## src/rtl/mpriv_pkg.sv

```systemverilog
package mpriv_pkg;

  localparam int WIN_AW     = 13;
  localparam int SUB_AW     = 12;
  localparam int PRIV_LINES = 32;
  localparam int PPI_TIMER  = 29;
  localparam int PPI_WDOG   = 30;
  localparam int CORE_W     = 2;

  localparam logic [3:0] CPUIF_PAGE0 = 4'h1;
  localparam logic [3:0] TW_PAGE0    = 4'h6;
  localparam logic [7:0] TW_SPAN     = 8'h20;
  localparam logic [7:0] TW_LIMIT    = 8'h40;

  localparam logic [7:0] SCU_CTRL = 8'h00;
  localparam logic [7:0] SCU_CFG  = 8'h04;
  localparam logic [7:0] SCU_STAT = 8'h08;
  localparam logic [7:0] SCU_INV  = 8'h0C;

  typedef enum logic [2:0] {
    TGT_NONE,
    TGT_SCU,
    TGT_CPUIF,
    TGT_TIMER,
    TGT_WDOG,
    TGT_DIST
  } tgt_e;

  typedef struct packed {
    tgt_e               tgt;
    logic [CORE_W-1:0]  core;
    logic [SUB_AW-1:0]  off;
  } dec_t;

  function automatic logic [31:0] cfg_word(input int n);
    logic [31:0] mask;
    mask = ((32'd1 << n) - 32'd1) << 4;
    return mask | 32'(n - 1);
  endfunction

endpackage

```

## src/rtl/mpriv_addr_decode.sv

```systemverilog
module mpriv_addr_decode
  import mpriv_pkg::*;
#(
  parameter int NUM_CORES = 1,
  parameter int ID_W      = 2
) (
  input  logic [WIN_AW-1:0] addr,
  input  logic [ID_W-1:0]   core_id,
  output dec_t              dec
);

  localparam logic [3:0] LAST_K = 4'(NUM_CORES);

  logic [3:0] page;
  logic [7:0] low;
  logic [3:0] cpu_k;
  logic [3:0] tw_k;
  logic       in_cpu;
  logic       in_tw;
  logic [3:0] slot_k;
  logic       own_ok;
  logic       core_ok;
  logic [CORE_W-1:0] core_sel;

  always_comb begin
    page   = addr[11:8];
    low    = addr[7:0];
    cpu_k  = page - CPUIF_PAGE0;
    tw_k   = page - TW_PAGE0;
    in_cpu = !addr[WIN_AW-1] && (page >= CPUIF_PAGE0) && (cpu_k <= LAST_K);
    in_tw  = !addr[WIN_AW-1] && (page >= TW_PAGE0) && (tw_k <= LAST_K) && (low < TW_LIMIT);
    slot_k = in_cpu ? cpu_k : tw_k;
    own_ok = (32'(core_id) < NUM_CORES);
    core_ok  = (slot_k != 4'd0) || own_ok;
    core_sel = (slot_k == 4'd0) ? CORE_W'(core_id) : CORE_W'(slot_k - 4'd1);
  end

  always_comb begin
    dec      = '0;
    dec.tgt  = TGT_NONE;
    if (addr[WIN_AW-1]) begin
      dec.tgt = TGT_DIST;
      dec.off = addr[SUB_AW-1:0];
    end else if (page == 4'h0) begin
      dec.tgt = TGT_SCU;
      dec.off = {4'h0, low};
    end else if (in_cpu && core_ok) begin
      dec.tgt  = TGT_CPUIF;
      dec.core = core_sel;
      dec.off  = {4'h0, low};
    end else if (in_tw && core_ok) begin
      dec.tgt  = (low < TW_SPAN) ? TGT_TIMER : TGT_WDOG;
      dec.core = core_sel;
      dec.off  = {7'h00, low[4:0]};
    end
  end

endmodule

```

## src/rtl/mpriv_scu_regs.sv

```systemverilog
module mpriv_scu_regs
  import mpriv_pkg::*;
#(
  parameter int NUM_CORES = 1,
  parameter int DW        = 32
) (
  input  logic          clk,
  input  logic          rst_n,
  input  logic          acc,
  input  logic          wr,
  input  logic [7:0]    off,
  input  logic [DW-1:0] wdata,
  output logic [DW-1:0] rdata,
  output logic          bad
);

  localparam logic [DW-1:0] CFG_VAL = DW'(cfg_word(NUM_CORES));

  logic ctrl_q;
  logic ctrl_d;
  logic ctrl_en;
  logic bad_raw;

  always_comb begin
    rdata   = '0;
    bad_raw = 1'b0;
    ctrl_en = 1'b0;
    ctrl_d  = ctrl_q;
    case (off)
      SCU_CTRL: begin
        rdata = DW'(ctrl_q);
        if (acc && wr) begin
          ctrl_en = 1'b1;
          ctrl_d  = wdata[0];
        end
      end
      SCU_CFG:  begin
        rdata   = CFG_VAL;
        bad_raw = wr;
      end
      SCU_STAT: bad_raw = wr;
      SCU_INV:  bad_raw = 1'b0;
      default:  bad_raw = 1'b1;
    endcase
    bad = acc && bad_raw;
  end

  always_ff @(posedge clk or negedge rst_n) begin
    if (!rst_n) begin
      ctrl_q <= 1'b0;
    end else if (ctrl_en) begin
      ctrl_q <= ctrl_d;
    end
  end

  // the control bit moves only on a write to its own offset
  assert_ctrl_hold_R2: assert property (@(posedge clk) disable iff (!rst_n)
    !(acc && wr && off == SCU_CTRL) |=> $stable(ctrl_q));

  assert_ctrl_load_R2: assert property (@(posedge clk) disable iff (!rst_n)
    (acc && wr && off == SCU_CTRL) |=> (ctrl_q == $past(wdata[0])));

endmodule

```

## src/rtl/mpriv_sub_port.sv

```systemverilog
module mpriv_sub_port
  import mpriv_pkg::*;
#(
  parameter int NUM_CORES = 1,
  parameter int DW        = 32
) (
  input  logic                   clk,
  input  logic                   rst_n,
  input  logic                   req_valid,
  input  dec_t                   dec,
  input  logic [NUM_CORES*DW-1:0] cpuif_rdata,
  input  logic [NUM_CORES*DW-1:0] tmr_rdata,
  input  logic [NUM_CORES*DW-1:0] wdog_rdata,
  input  logic [DW-1:0]          dist_rdata,
  output logic [NUM_CORES-1:0]   cpuif_sel,
  output logic [NUM_CORES-1:0]   tmr_sel,
  output logic [NUM_CORES-1:0]   wdog_sel,
  output logic                   dist_sel,
  output logic [DW-1:0]          sub_rdata
);

  localparam int SEL_W = 3 * NUM_CORES + 1;

  genvar c;
  generate
    for (c = 0; c < NUM_CORES; c++) begin : g_sel
      logic hit_core;
      assign hit_core     = req_valid && (32'(dec.core) == c);
      assign cpuif_sel[c] = hit_core && (dec.tgt == TGT_CPUIF);
      assign tmr_sel[c]   = hit_core && (dec.tgt == TGT_TIMER);
      assign wdog_sel[c]  = hit_core && (dec.tgt == TGT_WDOG);
    end
  endgenerate

  assign dist_sel = req_valid && (dec.tgt == TGT_DIST);

  logic [DW-1:0] cpu_pick;
  logic [DW-1:0] tmr_pick;
  logic [DW-1:0] wdog_pick;

  always_comb begin
    cpu_pick  = '0;
    tmr_pick  = '0;
    wdog_pick = '0;
    for (int k = 0; k < NUM_CORES; k++) begin
      if (32'(dec.core) == k) begin
        cpu_pick  = cpuif_rdata[k*DW +: DW];
        tmr_pick  = tmr_rdata[k*DW +: DW];
        wdog_pick = wdog_rdata[k*DW +: DW];
      end
    end
    case (dec.tgt)
      TGT_CPUIF: sub_rdata = cpu_pick;
      TGT_TIMER: sub_rdata = tmr_pick;
      TGT_WDOG:  sub_rdata = wdog_pick;
      TGT_DIST:  sub_rdata = dist_rdata;
      default:   sub_rdata = '0;
    endcase
  end

  logic [SEL_W-1:0] all_sel;
  assign all_sel = {cpuif_sel, tmr_sel, wdog_sel, dist_sel};

  // one subordinate at a time, none while idle
  assert_one_sel_R10: assert property (@(posedge clk) disable iff (!rst_n)
    $onehot0(all_sel));

  assert_idle_nosel_R10: assert property (@(posedge clk) disable iff (!rst_n)
    !req_valid |-> (all_sel == '0));

endmodule

```

## src/rtl/mpriv_irq_route.sv

```systemverilog
module mpriv_irq_route
  import mpriv_pkg::*;
#(
  parameter int NUM_CORES  = 1,
  parameter int TOTAL_IRQS = 64
) (
  input  logic [TOTAL_IRQS-PRIV_LINES-1:0]                      ext_irq,
  input  logic [NUM_CORES-1:0]                                  tmr_irq,
  input  logic [NUM_CORES-1:0]                                  wdog_irq,
  output logic [TOTAL_IRQS-PRIV_LINES+PRIV_LINES*NUM_CORES-1:0] gic_irq_in
);

  localparam int EXT_LINES = TOTAL_IRQS - PRIV_LINES;

  always_comb begin
    gic_irq_in = '0;
    gic_irq_in[EXT_LINES-1:0] = ext_irq;
    for (int c = 0; c < NUM_CORES; c++) begin
      gic_irq_in[EXT_LINES + PRIV_LINES*c + PPI_TIMER] = tmr_irq[c];
      gic_irq_in[EXT_LINES + PRIV_LINES*c + PPI_WDOG]  = wdog_irq[c];
    end
  end

endmodule

```

## src/rtl/mpriv_window_decoder.sv

```systemverilog
module mpriv_window_decoder
  import mpriv_pkg::*;
#(
  parameter int NUM_CORES  = 1,
  parameter int TOTAL_IRQS = 64,
  parameter int DW         = 32,
  parameter int ID_W       = 2
) (
  input  logic                                 clk,
  input  logic                                 rst_n,
  input  logic                                 req_valid,
  input  logic                                 req_write,
  input  logic [12:0]                          req_addr,
  input  logic [DW-1:0]                        req_wdata,
  input  logic [ID_W-1:0]                      req_core,
  output logic                                 rsp_valid,
  output logic [DW-1:0]                        rsp_rdata,
  output logic                                 rsp_err,
  output logic [11:0]                          sub_off,
  output logic                                 sub_wr,
  output logic [DW-1:0]                        sub_wdata,
  output logic [NUM_CORES-1:0]                 cpuif_sel,
  input  logic [NUM_CORES*DW-1:0]              cpuif_rdata,
  output logic [NUM_CORES-1:0]                 tmr_sel,
  input  logic [NUM_CORES*DW-1:0]              tmr_rdata,
  output logic [NUM_CORES-1:0]                 wdog_sel,
  input  logic [NUM_CORES*DW-1:0]              wdog_rdata,
  output logic                                 dist_sel,
  input  logic [DW-1:0]                        dist_rdata,
  input  logic [TOTAL_IRQS-33:0]               ext_irq,
  input  logic [NUM_CORES-1:0]                 tmr_irq,
  input  logic [NUM_CORES-1:0]                 wdog_irq,
  output logic [TOTAL_IRQS-33+32*NUM_CORES:0]  gic_irq_in
);

  // reset: asynchronous assertion, synchronous release
  logic rst_meta;
  logic rst_sync_n;

  always_ff @(posedge clk or negedge rst_n) begin
    if (!rst_n) begin
      rst_meta   <= 1'b0;
      rst_sync_n <= 1'b0;
    end else begin
      rst_meta   <= 1'b1;
      rst_sync_n <= rst_meta;
    end
  end

  dec_t dec;

  mpriv_addr_decode #(
    .NUM_CORES (NUM_CORES),
    .ID_W      (ID_W)
  ) u_decode (
    .addr    (req_addr),
    .core_id (req_core),
    .dec     (dec)
  );

  logic          scu_acc;
  logic [DW-1:0] scu_rdata;
  logic          scu_bad;

  assign scu_acc = req_valid && (dec.tgt == TGT_SCU);

  mpriv_scu_regs #(
    .NUM_CORES (NUM_CORES),
    .DW        (DW)
  ) u_scu (
    .clk   (clk),
    .rst_n (rst_sync_n),
    .acc   (scu_acc),
    .wr    (req_write),
    .off   (dec.off[7:0]),
    .wdata (req_wdata),
    .rdata (scu_rdata),
    .bad   (scu_bad)
  );

  logic [DW-1:0] sub_rdata;

  mpriv_sub_port #(
    .NUM_CORES (NUM_CORES),
    .DW        (DW)
  ) u_port (
    .clk         (clk),
    .rst_n       (rst_sync_n),
    .req_valid   (req_valid),
    .dec         (dec),
    .cpuif_rdata (cpuif_rdata),
    .tmr_rdata   (tmr_rdata),
    .wdog_rdata  (wdog_rdata),
    .dist_rdata  (dist_rdata),
    .cpuif_sel   (cpuif_sel),
    .tmr_sel     (tmr_sel),
    .wdog_sel    (wdog_sel),
    .dist_sel    (dist_sel),
    .sub_rdata   (sub_rdata)
  );

  mpriv_irq_route #(
    .NUM_CORES  (NUM_CORES),
    .TOTAL_IRQS (TOTAL_IRQS)
  ) u_irq (
    .ext_irq    (ext_irq),
    .tmr_irq    (tmr_irq),
    .wdog_irq   (wdog_irq),
    .gic_irq_in (gic_irq_in)
  );

  logic sub_hit;
  assign sub_hit   = (dec.tgt != TGT_NONE) && (dec.tgt != TGT_SCU);
  assign sub_off   = dec.off;
  assign sub_wdata = req_wdata;
  assign sub_wr    = req_valid && req_write && sub_hit;

  // response stage
  logic          rsp_valid_q, rsp_valid_d;
  logic          rsp_err_q,   rsp_err_d;
  logic [DW-1:0] rsp_rdata_q, rsp_rdata_d;
  logic          rsp_en;

  always_comb begin
    rsp_en      = req_valid || rsp_valid_q;
    rsp_valid_d = req_valid;
    rsp_err_d   = req_valid && ((dec.tgt == TGT_NONE) || scu_bad);
    rsp_rdata_d = '0;
    if (req_valid && !rsp_err_d) begin
      rsp_rdata_d = (dec.tgt == TGT_SCU) ? scu_rdata : sub_rdata;
    end
  end

  always_ff @(posedge clk or negedge rst_sync_n) begin
    if (!rst_sync_n) begin
      rsp_valid_q <= 1'b0;
      rsp_err_q   <= 1'b0;
      rsp_rdata_q <= '0;
    end else if (rsp_en) begin
      rsp_valid_q <= rsp_valid_d;
      rsp_err_q   <= rsp_err_d;
      rsp_rdata_q <= rsp_rdata_d;
    end
  end

  assign rsp_valid = rsp_valid_q;
  assign rsp_err   = rsp_err_q;
  assign rsp_rdata = rsp_rdata_q;

  // one response per access, exactly one cycle later
  assert_rsp_follow_R1: assert property (@(posedge clk) disable iff (!rst_sync_n)
    req_valid |=> rsp_valid);

  assert_rsp_idle_R1: assert property (@(posedge clk) disable iff (!rst_sync_n)
    !req_valid |=> (!rsp_valid && !rsp_err));

  // an error response carries no data
  assert_err_nodata_R9: assert property (@(posedge clk) disable iff (!rst_sync_n)
    rsp_err |-> (rsp_rdata == '0));

  // the subordinate write strobe only for a write with a live select
  assert_subwr_R11: assert property (@(posedge clk) disable iff (!rst_sync_n)
    sub_wr |-> (req_write && (|{cpuif_sel, tmr_sel, wdog_sel, dist_sel})));

endmodule

```

## config.mk

```make
export PLATFORM = sky130hd
export DESIGN_NAME = mpriv_window_decoder
export DESIGN_NICKNAME = d
export VERILOG_FILES = /design/src/rtl/mpriv_pkg.sv /design/src/rtl/mpriv_addr_decode.sv /design/src/rtl/mpriv_scu_regs.sv /design/src/rtl/mpriv_sub_port.sv /design/src/rtl/mpriv_irq_route.sv /design/src/rtl/mpriv_window_decoder.sv
export SDC_FILE = /design/constraint.sdc
export NUM_CORES = 1
export LEC_CHECK = 0
export BUFFER_PORTS_ARGS = -buffer_cell sky130_fd_sc_hd__buf_4
export CAP_MARGIN = 20
export CORE_AREA = 2 2 140 142
export CTS_BUF_LIST = sky130_fd_sc_hd__clkbuf_16
export CTS_CLUSTER_DIAMETER = 120
export DETAILED_ROUTE_END_ITERATION = 12
export DIE_AREA = 0 0 142 144
export GPL_TIMING_DRIVEN = 0
export SLEW_MARGIN = 40
export SYNTH_ARGS = -nofsm -noshare
export SYNTH_HDL_FRONTEND = slang
export SYNTH_SLANG_ARGS = --single-unit
```

## constraint.sdc

```tcl
create_clock -name clk -period 4.11 [get_ports clk]
set_clock_uncertainty 0.05 [all_clocks]
set_input_delay 0.6165 -clock clk [delete_from_list [all_inputs] [get_ports clk]]
set_output_delay 0.6165 -clock clk [all_outputs]
set_load 0.005 [all_outputs]
```

==> run summary, run 1 <==
status - completed
# hold bufs at CTS - 0
most used standard cell by instance count after synthesis - buf_4
DIE WIDTH - 142 um
nets - 907
library cells used by synthesis - 49
# IOs - 360
CTS tree - done
Int Power - 900 uW
Design Area, Final - 6140 um2
Pwr Density - 205 nW/um2
Clock power frac - 30.9%
die height - 144 um
Avg WL per Cell - 16.8 um
largest net degree at the start of global routing - 36
share of cells above drive strength 1 - 60.1%
crit path launch - req_addr[9]
count of pins over their slew limit - 0
Cell Area, Placed - 5830 um2
critical setup path kind - input pin to primary output
Starting Density - 18.1%
switching power total - 362 uW
initial antenna violation count - 0
post-synthesis register bit count - 37
Reg2Reg Depth - 5
final hold vios - 0
CP Capture Type - primary output
placed cell count - 904
combinational share of power - 37.1%
Residual DRC - 0
area fraction of the dominant cell type after synthesis - 26.7%
final setup fails - 0
max frequency - 0.255 GHz
max_cap viols - 0
Reg2Reg Setup Slack - 1.96 ns
post-route ant nets - 0
slew margin rel. - 50.4%
register area share after synthesis - 26.7%
CP delay by family, top - buffers and inverters
YS warnings - 0
fin crit share - 95.6%
post-layout util - 32.2%
R2R Path Start - rsp_valid
Critical Path Slowest Stage Cell - xor2_2
Mapped Area - 3460 um2
first-pass GRT wire length - 21.3 mm
count of input and output buffers - 261
asr flop ratio synth - 100%
fin cells - 923
clk_lat worst skew - 0.29 ns
Hold Crit Class - input pin to async pin
DR pass1 iterations - 4
Max IR drop VDD - 0.000127 V
DRT iter0 DRCs - 137
Worst Tran Pin Value - 0.738 ns
Syn-to-layout area delta - 77.5%
gpl congestion - 0.726
Total GRT Usage - 13.9%
Die ar. - 20400 um2
core area - 19100 um2
worst path cell trace - buf_4, inv_1, ha_1, a21boi_4, xor2_2, nor3_4, or2_2, inv_1, ha_2, o21ai_4, and4b_1, clkbuf_4, buf_4, and2_1, buf_4
grt ovf - 0
main flop type after synthesis - dfrtp_1
Synth Instances - 376
Post-synth EDFFs - 0
fill count - 2027
clock sink total - 37
Worst-path clk slew - 0.06 ns
DR vias - 3911
Avg Cell Area, Syn - 9.21 um2
Reg-to-Reg End - rsp_rdata[9]
CTS buffer count - 5
Leak - 3.15 nW
Reg power frac - 32.0%
Synth area leaders - dfrtp_1 27%, buf_4 21%, a221oi_1 7.8%
area leader, netlist - dfrtp_1
Final HPWL DP - 12.4 mm
Routed WL - 15.5 mm
DR vias/cell - 4.24
CTS H-tree depth - 2
maximum buffer depth of the clock tree - 2
CP Buf/Inv Count - 6
crit path DAT - 3.26 ns
number of global-route vias before repair - 3743
switching share of power - 28.7%
Tmin final - 3.93 ns
biggest cell delay along the critical path - 0.32 ns
row count - 51
RSZ-0062 raised after global routing - yes
Startpoint Class - input pin
total negative slack - 0 ns
Inserted Diodes - 0
Root Driver - clkbuf_16
worst path required time - 3.44 ns
crit path max fanout - 10
synth cell count leaders - 96 x buf_4, 37 x dfrtp_1, 36 x nand2_1
most used cell, CP - buf_4
-- per-layer routing --
layer	track usage [%]	share of wire (%)	vias up
li1	-	-	1877
met1	16.8	40	1810
met2	25.3	52	218
met3	3.21	7.9	6
met4	2.53	0.61	0
met5	0	0	-
-- sequential cells by signal, summed over array words and instances, names as in the netlist --
name          count
rsp_rdata        32
rsp_err           1
rsp_valid         1
rst_meta          1
rst_sync_n        1
u_scu.ctrl_q      1
-- stage by stage --
stage | hold slack (ns) | worst slack [ns] | total power, mW
2_1_floorplan | 0.271 | 0.359 | 0.616
4_1_cts | 0.0355 | 0.0357 | 1.28
5_1_grt | 0.0361 | -0.00338 | 1.33
6_report | 0.0444 | 0.181 | 1.26
3_5_place_dp | 0.286 | -0.503 | 0.868
3_3_place_gp | 0.284 | -0.509 | 0.865
-- cell usage in the layout, fill, tap and decap left out, types with 7 or more instances in the layout --
master and n:
a221oi_1 31, nand2_1 35, nor2_1 7, clkbuf_1 10, a22o_1 31, conb_1 31
ha_1 9, dfrtp_1 36, a2bb2oi_1 31, buf_6 7, buf_4 369, and2_1 12
-- how the worst max path moves through the flow --
stage,cells after the start,end,slack [ns]
after floorplan,13,wdog_sel,0.36
after global placement,15,wdog_sel,-0.51
after detailed placement,15,wdog_sel,-0.50
after CTS,15,tmr_sel,0.04
after global routing,15,tmr_sel,-0.003
final,15,tmr_sel,0.18
-- layout make-up --
type,count,area [um2],share of cell area [%]
Timing Repair Buffer,272,2050,33.3
Multi-Input combinational cell,242,1830,29.9
Sequential cell,37,930,15.1
Buffer,121,878,14.3
Tap cell,238,298,4.85
Clock buffer,5,125,2.04
Inverter,5,22.5,0.367
Clock inverter,3,11.3,0.183
-- power groups by stage --
stage / Clock, mW / Combinational [mW] / Sequential (mW)
2_1_floorplan: 0 / 0.210 / 0.406
5_1_grt: 0.414 / 0.509 / 0.408
4_1_cts: 0.407 / 0.465 / 0.405
3_3_place_gp: 0 / 0.454 / 0.411
3_5_place_dp: 0 / 0.457 / 0.411
6_report: 0.390 / 0.469 / 0.404
-- cell families (layout without fill, tap and decap cells) --
kind of cell / after synthesis / after routing / synth area share (%)
buffers and inverters: 126 / 406 / 25.5
AOI/OAI and AO/OA: 114 / 114 / 29.5
and+or+nand+nor: 82 / 82 / 12.8
DFF: 37 / 37 / 26.7
adders and majority gates: 10 / 10 / 3.61
xor gates and xnor gates: 4 / 4 / 1.23
other: 2 / 31 / 0.217
muxes: 1 / 1 / 0.325
-- timing repair --
action	CTS	global route
resized for setup	10	10
gates cloned	0	0
buffers inserted	4	7
setup endpoints to repair	8	3
pin swaps	4	2
Power figures use the tool's default switching activity.
==> run 2: changes to the inputs <==
- ABC_AREA: default -> 1
==> run summary, run 2 <==
area leader, netlist - dfrtp_1
Mapped Area - 3690 um2
core area - 19100 um2
worst path cell trace - buf_4, inv_1, ha_1, o21ai_0, nor2_2, nand2_2, xor2_1, inv_1, ha_1, nand2_1, nand3_2, clkbuf_4, nand2_1, nor4_1, buf_4
CTS tree - done
Starting Density - 19.4%
first-pass GRT wire length - 23.7 mm
Synth area leaders - dfrtp_1 25%, nand2_1 20%, buf_4 20%
row count - 51
Root Driver - clkbuf_16
final hold vios - 0
largest net degree at the start of global routing - 36
DR vias/cell - 4.13
worst path required time - 3.44 ns
critical setup path kind - input pin to primary output
Avg Cell Area, Syn - 6.48 um2
initial antenna violation count - 0
commonest non-fill, non-tap cell in the layout - buf_4
max_cap viols - 0
Avg WL per Cell - 15.1 um
Syn-to-layout area delta - 68.7%
fin cells - 1108
register area share after synthesis - 25.1%
DIE WIDTH - 142 um
CP Capture Type - primary output
Tmin final - 3.77 ns
most used standard cell by instance count after synthesis - nand2_1
commonest non-fill, non-tap cells in the layout - 359 x buf_4, 197 x nand2_1, 48 x nand3_1
crit path max fanout - 10
nets - 1092
gpl congestion - 0.783
Routed WL - 16.7 mm
Total GRT Usage - 15.4%
CTS H-tree depth - 2
fin crit share - 91.6%
Die ar. - 20400 um2
Pwr Density - 196 nW/um2
slew margin rel. - 44.5%
DR vias - 4575
Post-synth EDFFs - 0
synth cell count leaders - 197 x nand2_1, 96 x buf_4, 49 x nand3_1
Worst Tran Pin Value - 0.832 ns
die height - 144 um
biggest cell delay along the critical path - 0.32 ns
maximum buffer depth of the clock tree - 2
max frequency - 0.265 GHz
Critical Path Slowest Stage Cell - nor4_1
count of pins over their slew limit - 0
library cells used by synthesis - 29
RSZ-0062 raised after global routing - no
Final HPWL DP - 13.6 mm
CP delay by family, top - simple AND/OR/NAND/NOR gates
count of input and output buffers - 263
DR pass1 iterations - 6
Inserted Diodes - 0
CP Buf/Inv Count - 5
clock sink total - 37
placed cell count - 1100
main flop type after synthesis - dfrtp_1
status - completed
post-synthesis register bit count - 37
Residual DRC - 0
Max IR drop VDD - 0.000122 V
Pwr Total - 1.22 mW
Leak - 3.58 nW
setup bufs post-CTS - 0
Startpoint Class - input pin
Hold Crit Class - input pin to async pin
number of global-route vias before repair - 4441
post-route ant nets - 0
number of flip-flops under the largest register name - 32
Worst-path clk slew - 0.06 ns
grt ovf - 0
# IOs - 360
Synth Instances - 570
final setup fails - 0
DRT iter0 DRCs - 125
total negative slack - 0 ns
CTS buffer count - 5
crit path DAT - 3.10 ns
share of cells above drive strength 1 - 46.4%
clk_lat worst skew - 0.28 ns
YS warnings - 0
area fraction of the dominant cell type after synthesis - 25.1%
asr flop ratio synth - 100%
[run 2: changes by cell type after synthesis, moves of 6 or more]
cell	previous run	this run
nor2_1	7	16
nand3_1	2	49
nand2_2	1	9
a22o_1	31	0
nand2_1	36	197
o2111ai_1	0	19
o21ai_0	3	10
inv_1	5	41
a2bb2oi_1	31	0
a221oi_1	31	0
a21oi_1	3	12
clkbuf_1	10	16
o21ai_1	0	17
and2_1	12	0
[run 2: final timing paths]
kind	endpoint	start	slack (ns)	cells after the start
hold reg to reg	rsp_rdata[30]	rst_sync_n	0.25	0
setup / recovery	tmr_sel	req_addr[8]	0.34	15
min in group clk	rst_sync_n	rst_meta	0.30	0
setup reg to reg	rsp_rdata[9]	rsp_valid	2.59	4
hold / removal	rst_sync_n	rst_n	0.05	1
max in group asynchronous	u_scu.ctrl_q	rst_sync_n	3.40	0
[run 2: logic make-up after synthesis]
family / count (synthesis) / share of synthesized area, %
buffers and inverters: 172 / 27.8
other: 2 / 0.203
and+or+nand+nor: 287 / 32.9
adders and majority gates: 10 / 3.39
DFF: 37 / 25.1
AOI/OAI and AO/OA: 61 / 10.4
xor gates and xnor gates: 1 / 0.237
[run 2: what timing repair did]
action | in CTS | in global routing
gates resized for setup | 0 | 3
endpoints found under the setup margin | 0 | 3
hold buffers | 0 | 0
[run 2: layout make-up]
type | instances | area, um2
fillers | 2138 | 12900
repair buffers | 263 | 1970
multi-input cells | 390 | 1850
flip-flops and latches | 37 | 930
plain buffers | 125 | 853
well taps | 238 | 298
inverters | 47 | 176
clock buffers | 5 | 125
clock inverters | 3 | 17.5
[run 2: power by group]
| part | internal (mW) | switching, mW |
|---|---|---|
| logic | 0.258 | 0.175 |
| registers | 0.383 | 0.0174 |
| clock network | 0.223 | 0.164 |
[run 2: worst reg2reg max path, cell delays in order (launching register included)]
cell and delay (ns):
dfrtp_1 0.37, nor2_1 0.25, clkbuf_1 0.58, nand2_1 0.12, nand2_1 0.10
[run 2: per-layer routing]
metal  track usage (%)  share of wire (%)  up-vias  wire length [um]
met2              27.7                 49      240              8160
met5                 0                  0        -                 0
met1              18.3                 41     2031              6860
li1                  -                  -     2283                 -
met3              3.34                7.8       21              1310
met4              4.89                2.5        0               411
[run 2: per-stage QoR]
stage	hold slack, ns	utilization (%)	cell area [um2]	worst slack [ns]
after global placement	0.285	31.8	6070	0.0718
final	0.0499	32.6	6230	0.343
after detailed placement	0.277	31.9	6080	0.0571
after CTS	0.0408	32.6	6220	0.0396
after floorplan	0.271	-	3800	0.999
after global routing	0.0405	32.6	6230	0.0826
